[config.mk]
export PLATFORM = sky130hd
export DESIGN_NAME = trap_entry_seq
export DESIGN_NICKNAME = d
export VERILOG_FILES = /design/src/rtl/trap_seq_pkg.sv /design/src/rtl/trap_classify.sv /design/src/rtl/trap_cwp_fix.sv /design/src/rtl/trap_entry_seq.sv
export SDC_FILE = /design/constraint.sdc
export NUM_CORES = 1
export LEC_CHECK = 0
export BUFFER_PORTS_ARGS = -buffer_cell sky130_fd_sc_hd__buf_2
export CAP_MARGIN = 20
export CORE_AREA = 2 2 242 244
export DETAILED_ROUTE_END_ITERATION = 6
export DIE_AREA = 0 0 244 246
export PLACE_DENSITY = 0.49
export SLEW_MARGIN = 10
export SYNTH_ARGS = -nofsm -noshare
export SYNTH_HDL_FRONTEND = slang
export SYNTH_HIERARCHICAL = 1
export SYNTH_SLANG_ARGS = --single-unit
[constraint.sdc]
create_clock -name clk -period 2 [get_ports clk]
set_input_delay 0.4 -clock clk [delete_from_list [all_inputs] [get_ports clk]]
set_output_delay 0.4 -clock clk [all_outputs]
set_load 0.005 [all_outputs]
[src/rtl/trap_seq_pkg.sv]
// Package: shared constants and types for the trap entry sequencer.
// Assumes a 12-bit processor state word and a 9-bit trap type.
package trap_seq_pkg;
    localparam int PS_W    = 12;
    localparam int PS_AG   = 0;
    localparam int PS_PRIV = 2;
    localparam int PS_PEF  = 4;
    localparam int PS_RED  = 5;
    localparam int PS_MG   = 10;
    localparam int PS_IG   = 11;
    localparam logic [PS_W-1:0] PS_SAVE_MASK = 12'hF3F;

    localparam int TT_W = 9;
    localparam logic [TT_W-1:0] TT_CLEANWIN = 9'h024;
    localparam logic [TT_W-1:0] TT_INTVEC   = 9'h060;
    localparam logic [TT_W-1:0] TT_IMMU     = 9'h064;
    localparam logic [TT_W-1:0] TT_DMMU     = 9'h068;
    localparam logic [TT_W-1:0] TT_DPROTECT = 9'h06C;

    localparam int TSTATE_W = 40;

    typedef enum logic [1:0] {
        WFIX_NONE  = 2'd0,
        WFIX_CLEAN = 2'd1,
        WFIX_SPILL = 2'd2,
        WFIX_FILL  = 2'd3
    } wfix_e;

    typedef enum logic [1:0] {
        GSEL_ALT = 2'd0,
        GSEL_MMU = 2'd1,
        GSEL_INT = 2'd2
    } gsel_e;
endpackage

[src/rtl/trap_classify.sv]
// Module: trap_classify
// Decodes a trap type into a window-pointer fixup kind and a global set choice.
// Purely combinational; assumes trap types above 0x17F do not arrive.
module trap_classify
    import trap_seq_pkg::*;
(
    input  logic [TT_W-1:0] tt,
    output wfix_e           wfix,
    output gsel_e           gsel
);
    // Window fixup: clean window by exact type, spill/fill by bits 8:6.
    always_comb begin
        if (tt == TT_CLEANWIN)       wfix = WFIX_CLEAN;
        else if (tt[8:6] == 3'b010)  wfix = WFIX_SPILL;
        else if (tt[8:6] == 3'b011)  wfix = WFIX_FILL;
        else                         wfix = WFIX_NONE;
    end

    // Global set choice: interrupt vector, three MMU groups of four, or alternate.
    always_comb begin
        if (tt == TT_INTVEC)
            gsel = GSEL_INT;
        else if ((tt[8:2] == TT_IMMU[8:2]) || (tt[8:2] == TT_DMMU[8:2]) ||
                 (tt[8:2] == TT_DPROTECT[8:2]))
            gsel = GSEL_MMU;
        else
            gsel = GSEL_ALT;
    end
endmodule

[src/rtl/trap_cwp_fix.sv]
// Module: trap_cwp_fix
// Computes the post-trap window pointer modulo NWIN.
// Assumes cwp and cansave are already below NWIN.
module trap_cwp_fix
    import trap_seq_pkg::*;
#(
    parameter int NWIN = 8,
    parameter int CW   = (NWIN > 1) ? $clog2(NWIN) : 1
) (
    input  wfix_e         wfix,
    input  logic [CW-1:0] cwp,
    input  logic [CW-1:0] cansave,
    output logic [CW-1:0] cwp_out
);
    int biased;

    // Offset kept non-negative by adding multiples of NWIN before the modulo.
    always_comb begin
        unique case (wfix)
            WFIX_CLEAN: biased = int'(cwp) + NWIN - 1;
            WFIX_SPILL: biased = int'(cwp) + 2 * NWIN - int'(cansave) - 2;
            WFIX_FILL:  biased = int'(cwp) + 1;
            default:    biased = int'(cwp);
        endcase
        cwp_out = CW'(biased % NWIN);
    end
endmodule

[src/rtl/trap_entry_seq.sv]
// Module: trap_entry_seq (top)
// Takes a trap request and, one cycle later, presents the updated trap level,
// state word, window pointer, vector and the trap stack entry to be written.
// Assumes cur_tl <= MAXTL and cur_cwp/cur_cansave below NWIN.
module trap_entry_seq
    import trap_seq_pkg::*;
#(
    parameter int NWIN  = 8,
    parameter int MAXTL = 5,
    parameter int VA_W  = 64,
    localparam int CW   = (NWIN > 1) ? $clog2(NWIN) : 1,
    localparam int TLW  = $clog2(MAXTL + 1)
) (
    input  logic                clk,
    input  logic                rst_n,
    input  logic                trap_req,
    input  logic [TT_W-1:0]     trap_type,
    input  logic [TLW-1:0]      cur_tl,
    input  logic [PS_W-1:0]     cur_pstate,
    input  logic [7:0]          cur_ccr,
    input  logic [7:0]          cur_asi,
    input  logic [CW-1:0]       cur_cwp,
    input  logic [CW-1:0]       cur_cansave,
    input  logic [VA_W-1:0]     cur_pc,
    input  logic [VA_W-1:0]     cur_npc,
    input  logic [VA_W-1:0]     cur_tba,
    output logic                done,
    output logic                halt,
    output logic [TLW-1:0]      nxt_tl,
    output logic [PS_W-1:0]     nxt_pstate,
    output logic [CW-1:0]       nxt_cwp,
    output logic [VA_W-1:0]     nxt_tba,
    output logic [VA_W-1:0]     nxt_pc,
    output logic [VA_W-1:0]     nxt_npc,
    output logic                ts_we,
    output logic [TLW-1:0]      ts_idx,
    output logic [TSTATE_W-1:0] ts_tstate,
    output logic [VA_W-1:0]     ts_tpc,
    output logic [VA_W-1:0]     ts_tnpc
);
    localparam logic [TLW-1:0] TL_MAX  = TLW'(MAXTL);
    localparam logic [TLW-1:0] TL_LAST = TLW'(MAXTL - 1);

    wfix_e               wfix;
    gsel_e               gsel;
    logic [CW-1:0]       cwp_fixed;
    logic                tl_full;
    logic                red_entry;
    logic [TLW-1:0]      tl_inc;
    logic [PS_W-1:0]     ps_new;
    logic [TSTATE_W-1:0] tstate_pack;
    logic [VA_W-1:0]     vector;

    trap_classify u_class (
        .tt   (trap_type),
        .wfix (wfix),
        .gsel (gsel)
    );

    trap_cwp_fix #(.NWIN(NWIN), .CW(CW)) u_cwp (
        .wfix    (wfix),
        .cwp     (cur_cwp),
        .cansave (cur_cansave),
        .cwp_out (cwp_fixed)
    );

    // Trap level decision: refuse at MAXTL, reduced state at MAXTL-1.
    always_comb begin
        tl_full   = (cur_tl >= TL_MAX);
        red_entry = (cur_tl == TL_LAST);
        tl_inc    = cur_tl + TLW'(1);
    end

    // New state word: privilege and FP enable, one global set, optional RED.
    always_comb begin
        ps_new = cur_pstate;
        ps_new[PS_AG]   = (gsel == GSEL_ALT);
        ps_new[PS_MG]   = (gsel == GSEL_MMU);
        ps_new[PS_IG]   = (gsel == GSEL_INT);
        ps_new[PS_PEF]  = 1'b1;
        ps_new[PS_PRIV] = 1'b1;
        if (red_entry) ps_new[PS_RED] = 1'b1;
    end

    // Saved state word packing from the pre-trap registers.
    always_comb begin
        tstate_pack          = '0;
        tstate_pack[39:32]   = cur_ccr;
        tstate_pack[31:24]   = cur_asi;
        tstate_pack[19:8]    = cur_pstate & PS_SAVE_MASK;
        tstate_pack[CW-1:0]  = cur_cwp;
    end

    // Vector: base upper bits, nesting flag, trap type, 32-byte slot.
    always_comb begin
        vector        = cur_tba;
        vector[14]    = (tl_inc > TLW'(1));
        vector[13:5]  = trap_type;
        vector[4:0]   = 5'd0;
    end

    // Output register stage; error state is sticky until reset.
    always_ff @(posedge clk) begin
        if (!rst_n) begin
            done       <= 1'b0;
            halt       <= 1'b0;
            nxt_tl     <= '0;
            nxt_pstate <= '0;
            nxt_cwp    <= '0;
            nxt_tba    <= '0;
            nxt_pc     <= '0;
            nxt_npc    <= '0;
            ts_we      <= 1'b0;
            ts_idx     <= '0;
            ts_tstate  <= '0;
            ts_tpc     <= '0;
            ts_tnpc    <= '0;
        end else begin
            done  <= 1'b0;
            ts_we <= 1'b0;
            if (trap_req && !halt) begin
                if (tl_full) begin
                    halt <= 1'b1;
                end else begin
                    done       <= 1'b1;
                    ts_we      <= 1'b1;
                    nxt_tl     <= tl_inc;
                    nxt_pstate <= ps_new;
                    nxt_cwp    <= cwp_fixed;
                    nxt_tba    <= vector;
                    nxt_pc     <= vector;
                    nxt_npc    <= vector + VA_W'(4);
                    ts_idx     <= tl_inc;
                    ts_tstate  <= tstate_pack;
                    ts_tpc     <= cur_pc;
                    ts_tnpc    <= cur_npc;
                end
            end
        end
    end


    done_from_req_chk: assert property (@(posedge clk) disable iff (!rst_n)
        done |-> $past(trap_req));

    halt_sticky_chk: assert property (@(posedge clk) disable iff (!rst_n)
        halt |=> halt);

    no_done_when_halted_chk: assert property (@(posedge clk) disable iff (!rst_n)
        $past(halt) |-> !done);

    tl_step_chk: assert property (@(posedge clk) disable iff (!rst_n)
        done |-> (nxt_tl == $past(cur_tl) + TLW'(1)));

    priv_pef_chk: assert property (@(posedge clk) disable iff (!rst_n)
        done |-> (nxt_pstate[PS_PRIV] && nxt_pstate[PS_PEF]));

    one_gset_chk: assert property (@(posedge clk) disable iff (!rst_n)
        done |-> ($countones({nxt_pstate[PS_AG], nxt_pstate[PS_MG], nxt_pstate[PS_IG]}) == 1));

    npc_step_chk: assert property (@(posedge clk) disable iff (!rst_n)
        done |-> (nxt_npc == nxt_pc + VA_W'(4)));

    cwp_range_chk: assert property (@(posedge clk) disable iff (!rst_n)
        done |-> (int'(nxt_cwp) < NWIN));
endmodule

=== Word level (Yosys, flattened, before mapping) ===
Index checks and enable logic that the tools add are counted.

* Flip-flop bits (word level): 300
* Input port bits: 241
* Output and inout bits: 384
* Word-level logic and storage cells: 50

* $add $sub $neg: 8
* Magnitude comparators: 2
* Equality and inequality tests: 13
* Muxes and demuxes: 8
* Bitwise gates (word level): 1
* Reduce and logical (&&, ||, !) cells: 8

{| class="wikitable"
|+ Operator list
! operator !! count
|-
| $add 64x3->64 const B || 1
|-
| $eq 7x5->1 const B || 3
|-
| $add 3x1->3 const B || 4
|-
| $eq 9x6->1 const B || 1
|-
| $eq 9x7->1 const B || 1
|-
| $pmux 3 s3 || 1
|-
| $mux 2 || 4
|-
| $eq 2x2->1 const B || 3
|-
| $eq 3x2->1 const B || 2
|-
| $reduce_and 2->1 || 3
|-
| $eq 2x1->1 const B || 2
|-
| $eq 3x3->1 const B || 1
|-
| $ge 3x3->1 const B || 1
|-
| $gt 3x1->1 const B || 1
|-
| $mux 1 || 3
|-
| $sub 3x2->3 const B || 1
|-
| $sub 3x3->3 || 1
|-
| $sub 3x3->3 const B || 1
|-
| $logic_not 2->1 || 1
|-
| $logic_or 1x1->1 || 2
|-
| $logic_and 1x1->1 || 1
|-
| $logic_not 1->1 || 1
|-
| $not 1->1 || 1
|}

=== Longest topological paths before layout ===
* Word-level depth: 6
* Mapped depth: 10
* Gate-level depth less buffers: 10

=== Cells and area by module ===
The synthesis kept the hierarchy.

{| class="wikitable"
|+ By module, submodules not included
! module !! instances !! cells each !! area each (sq um) !! seq. area each (sq um)
|-
| trap_entry_seq || 1 || 1,161 || 10,264.8 || 4,624.4
|-
| trap_cwp_fix || 1 || 28 || 205.2 || 0.0
|-
| trap_classify || 1 || 10 || 61.3 || 0.0
|}

=== Worst setup path after synthesis ===
OpenSTA, ideal clock, no wires.

* Kind: input -> register
* From: in trap_type[4]
* To: reg nxt_cwp[0]
* Library setup time: 0.072 ns
* Arrival: 1.782 ns
* Data required time: 1.928 ns
* Path slack: 0.146 ns
* Stages on the path: 5
* Buffers on the path: 0
* Cell sequence: or3b_1 > o32ai_1 > mux2i_1 > nand2_1 > mux2i_1

* Longest elaborated chain between the ends: 4
* Elaborated cells on any way between the ends: 6
* Those cells by class: 4 x eq/ne; 2 x mux

{| class="wikitable"
|+ RTL lines
! what !! RTL line !! text
|-
| start, declared || trap_entry_seq.sv:17 || <nowiki>input logic [TT_W-1:0] trap_type,</nowiki>
|-
| $eq 9x6->1 (*) || trap_classify.sv:13 || <nowiki>if (tt == TT_CLEANWIN) wfix = WFIX_CLEAN;</nowiki>
|-
| $mux 2 (*) || trap_classify.sv:13 ||
|-
| via wfix[0] || trap_entry_seq.sv:44 || <nowiki>wfix_e wfix;</nowiki>
|-
| $eq 2x2->1 or $eq 2x1->1 (tied branches) || trap_cwp_fix.sv:19 || <nowiki>unique case (wfix)</nowiki>
|-
| $pmux 3 s3 (*) || trap_cwp_fix.sv:19 ||
|-
| via cwp_fixed[0] || trap_entry_seq.sv:46 || <nowiki>logic [CW-1:0] cwp_fixed;</nowiki>
|-
| end signal, assigned || trap_entry_seq.sv:129 || <nowiki>nxt_cwp <= cwp_fixed;</nowiki>
|-
| end, declared || trap_entry_seq.sv:31 || <nowiki>output logic [CW-1:0] nxt_cwp,</nowiki>
|}

Mark *: on every way through the listed nets, which the timed path passes. The rest lies on a longest branch.
A chain may end at the register's enable or synchronous reset.

=== Worst setup path after layout ===
* From: reg halt
* To: reg ts_tpc[45]

* Longest elaborated chain between the ends: 3

{| class="wikitable"
|+ RTL lines
! what !! RTL line !! text
|-
| start, declared || trap_entry_seq.sv:28 || <nowiki>output logic halt,</nowiki>
|-
| start signal, assigned || trap_entry_seq.sv:106 || <nowiki>halt <= 1'b0;</nowiki>
|-
| start signal, assigned || trap_entry_seq.sv:123 || <nowiki>halt <= 1'b1;</nowiki>
|-
| $logic_not 1->1 || trap_entry_seq.sv:121 || <nowiki>if (trap_req && !halt) begin</nowiki>
|-
| $logic_and 1x1->1 || trap_entry_seq.sv:121 ||
|-
| $reduce_and 2->1 (no line) || - ||
|-
| end signal, assigned || trap_entry_seq.sv:135 || <nowiki>ts_tpc <= cur_pc;</nowiki>
|-
| end, declared || trap_entry_seq.sv:38 || <nowiki>output logic [VA_W-1:0] ts_tpc,</nowiki>
|}

No other way between the ends.

==> run summary <==
Reg area: 4620 sq um
top cells by area, synth: dfxtp_1 (44%), mux2i_1 (21%), nand2_1 (16%), buf_4 (12%), clkbuf_1 (1.8%)
CTS Buf Count: 28
Synth top area share: 43.9%
area grow syn2layout: 37.9%
Setup Crit Path Kind: register to register
Post-synth EDFFs: 0
Placer Congestion: 0.803
final core utilization: 25.3%
Mapped Area: 10500 sq um
HP Class: input port to register
Inst Count DP: 2401
Yosys reg bits: 231
Max Clock Skew: 0.0122 ns
Die H: 246 um
clock root buffer: clkbuf_16
Final Cycle Share: 79.4%
Placeable Area: 57400 sq um
Initial Util: 18.4%
Final ANT Viol Nets: 0
Post-synth top cells: nand2_1 (445), dfxtp_1 (231), mux2i_1 (222)
# port buffers: 584
max-slew violations: 0
Seq/Total Area, Yosys: 43.9%
GR Util All Layers: 10.4%
layout cells sized above 1: 41.1%
GRT Residual Overflow: 0
final hold violation count: 0
Yosys cell types: 33
setup repair after global routing missed its margin: no
CTS max path bufs: 3
final setup violating endpoints: 0
asr flop ratio synth: 0%
hold depth: 3
Iteration-0 DRC Markers: 225
die footprint: 60000 sq um
DR pass1 iterations: 4
Worst Hold Path EP: ts_tstate[30]
flop2flop setup slack: 0.41 ns
CTS Sinks: 231
reg2reg end: ts_tpc[45]
final cell count without fillers: 2451
fillers: 6331
io pins: 625
HP Start: cur_asi[6]
Clk pin slew, worst setup/hold paths: 0.06 ns
antenna violations before repair: 1
Rows: 88
CP max FO: 19
DPL Wire Length: 26100 um
post-CTS repair timing setup buffer count: 0
Synth area leader: dfxtp_1
leakage: 7.33 nW
status: finished, final reports clean
count leader, synth: nand2_1
post-CTS sizing: 0
arrival time worst endpoint: 2.06 ns
CTS tree: done
Max Cap Viol: 0
largest net degree at the start of global routing: 84
Clk Latency, worst-skew pair: 0.55 ns
hold_buf cts: 0
diode count: 0
reg2reg start: halt
Wirelength per Cell: 13.7 um
via count: 9193
final net count: 1916
cell count of the worst reg-to-reg path: 5
area occupied by multi-input gates: 4450 sq um
H-tree lvl count: 1
crit start category: register
Die Wd: 244 um
Max Clock Freq: 0.629 GHz
first-pass GRT wire length: 49700 um
Peak VDD IR: 0.000597 V
vias in the first global route: 8854
cells after synthesis: 1199
routed wire length: 33600 um
CP required: 2.47 ns
Vias/cell: 3.75
Power Dens Cells: 809 nW/um^2
Primary FF master, synth: dfxtp_1
Syn Area/Cell: 8.78 sq um
Post-route DRC: 0
crit end category: register
Ys Warns: 6
clock period minus final worst setup slack: 1.59 ns
==> worst max-delay path by stage <==
stage,cells after the start,endpoint,startpoint,slack [ns]
floorplan,5,nxt_cwp[0],trap_type[4],0.15
global placement,6,nxt_pstate[11],trap_type[4],-0.13
detailed placement,6,nxt_pstate[11],trap_type[4],-0.09
CTS,5,nxt_pc[58],halt,0.33
global route,5,ts_tnpc[25],halt,0.27
finish,5,ts_tpc[45],halt,0.41
==> layer usage <==
metal  global-route usage, %  wire length, um  vias up
li1                        -                -     4595
met1                    11.6            13000     4175
met2                    18.9            17000      376
met3                    3.44             2900       45
met4                    2.94              711        2
met5                       0               10        -
==> final cells by class <==
| cell class | count | share of cell area [%] |
|---|---|---|
| Clock buffer | 39 | 5.74 |
| Clock inverter | 11 | 0.431 |
| Inverter | 11 | 0.284 |
| Multi-Input combinational cell | 751 | 30.6 |
| Sequential cell | 231 | 31.8 |
| Tap cell | 765 | 6.59 |
| Timing Repair Buffer | 643 | 24.5 |
==> flip-flops by register name, summed over array words and instances, names as in the netlist <==
register and flops:
nxt_cwp 3, nxt_pstate 11, ts_tpc 64, ts_tstate 25
ts_idx 3, nxt_npc 1, halt 1, nxt_pc 58
ts_tnpc 64, ts_we 1
==> cells in the final DEF, fill, tap and decap left out, drive strengths merged, types with 2 or more instances in the layout <==
| cell type | count |
|---|---|
| or4b | 2 |
| a21oi | 6 |
| o21bai | 2 |
| ha | 9 |
| xnor2 | 2 |
| mux2i | 222 |
| o21ai | 5 |
| or3b | 2 |
| dfxtp | 231 |
| xor2 | 4 |
| nand2 | 445 |
| clkbuf | 39 |
| buf | 643 |
| nor3 | 3 |
| nor2 | 6 |
| inv | 11 |
| nand2b | 2 |
| conb | 25 |
| clkinv | 11 |
| a211oi | 5 |
==> critical path, stage by stage (launching register included) <==
cell and delay [ns]:
dfxtp_1 0.32, nand2b_1 0.30, nor2_4 0.27, buf_12 0.19, buf_12 0.19, mux2i_1 0.22
==> logic make-up after synthesis <==
kind of cell | count (synthesis) | synth area share, %
and+or+nand+nor | 465 | 17.0
adders and majority gates | 9 | 1.07
DFF | 231 | 43.9
xor gates and xnor gates | 6 | 0.499
other | 1 | 0.0356
buffers and inverters | 241 | 14.8
AOI/OAI and AO/OA | 24 | 1.58
muxes | 222 | 21.1
==> power by group <==
group	leakage, nW	internal [mW]	switching (mW)	total (mW)
sequential	1.89	4.89	0.192	5.08
clock	0.455	2.89	2.02	4.91
combinational	4.99	0.885	0.874	1.76
==> through the flow <==
stage | power, mW | cell area, sq um | hold slack [ns] | TNS (ns) | setup slack, ns
after floorplan | 6.20 | 10600 | 0.450 | 0 | 0.146
after global placement | 6.95 | 13600 | 0.440 | -2.31 | -0.128
after detailed placement | 6.97 | 13600 | 0.444 | -4.78 | -0.0944
after CTS | 12.0 | 14500 | 0.0424 | 0 | 0.332
after global routing | 12.4 | 14500 | 0.0593 | 0 | 0.272
final | 11.7 | 14500 | 0.0888 | 0 | 0.411
No activity file was read; power rests on OpenSTA's default activity.
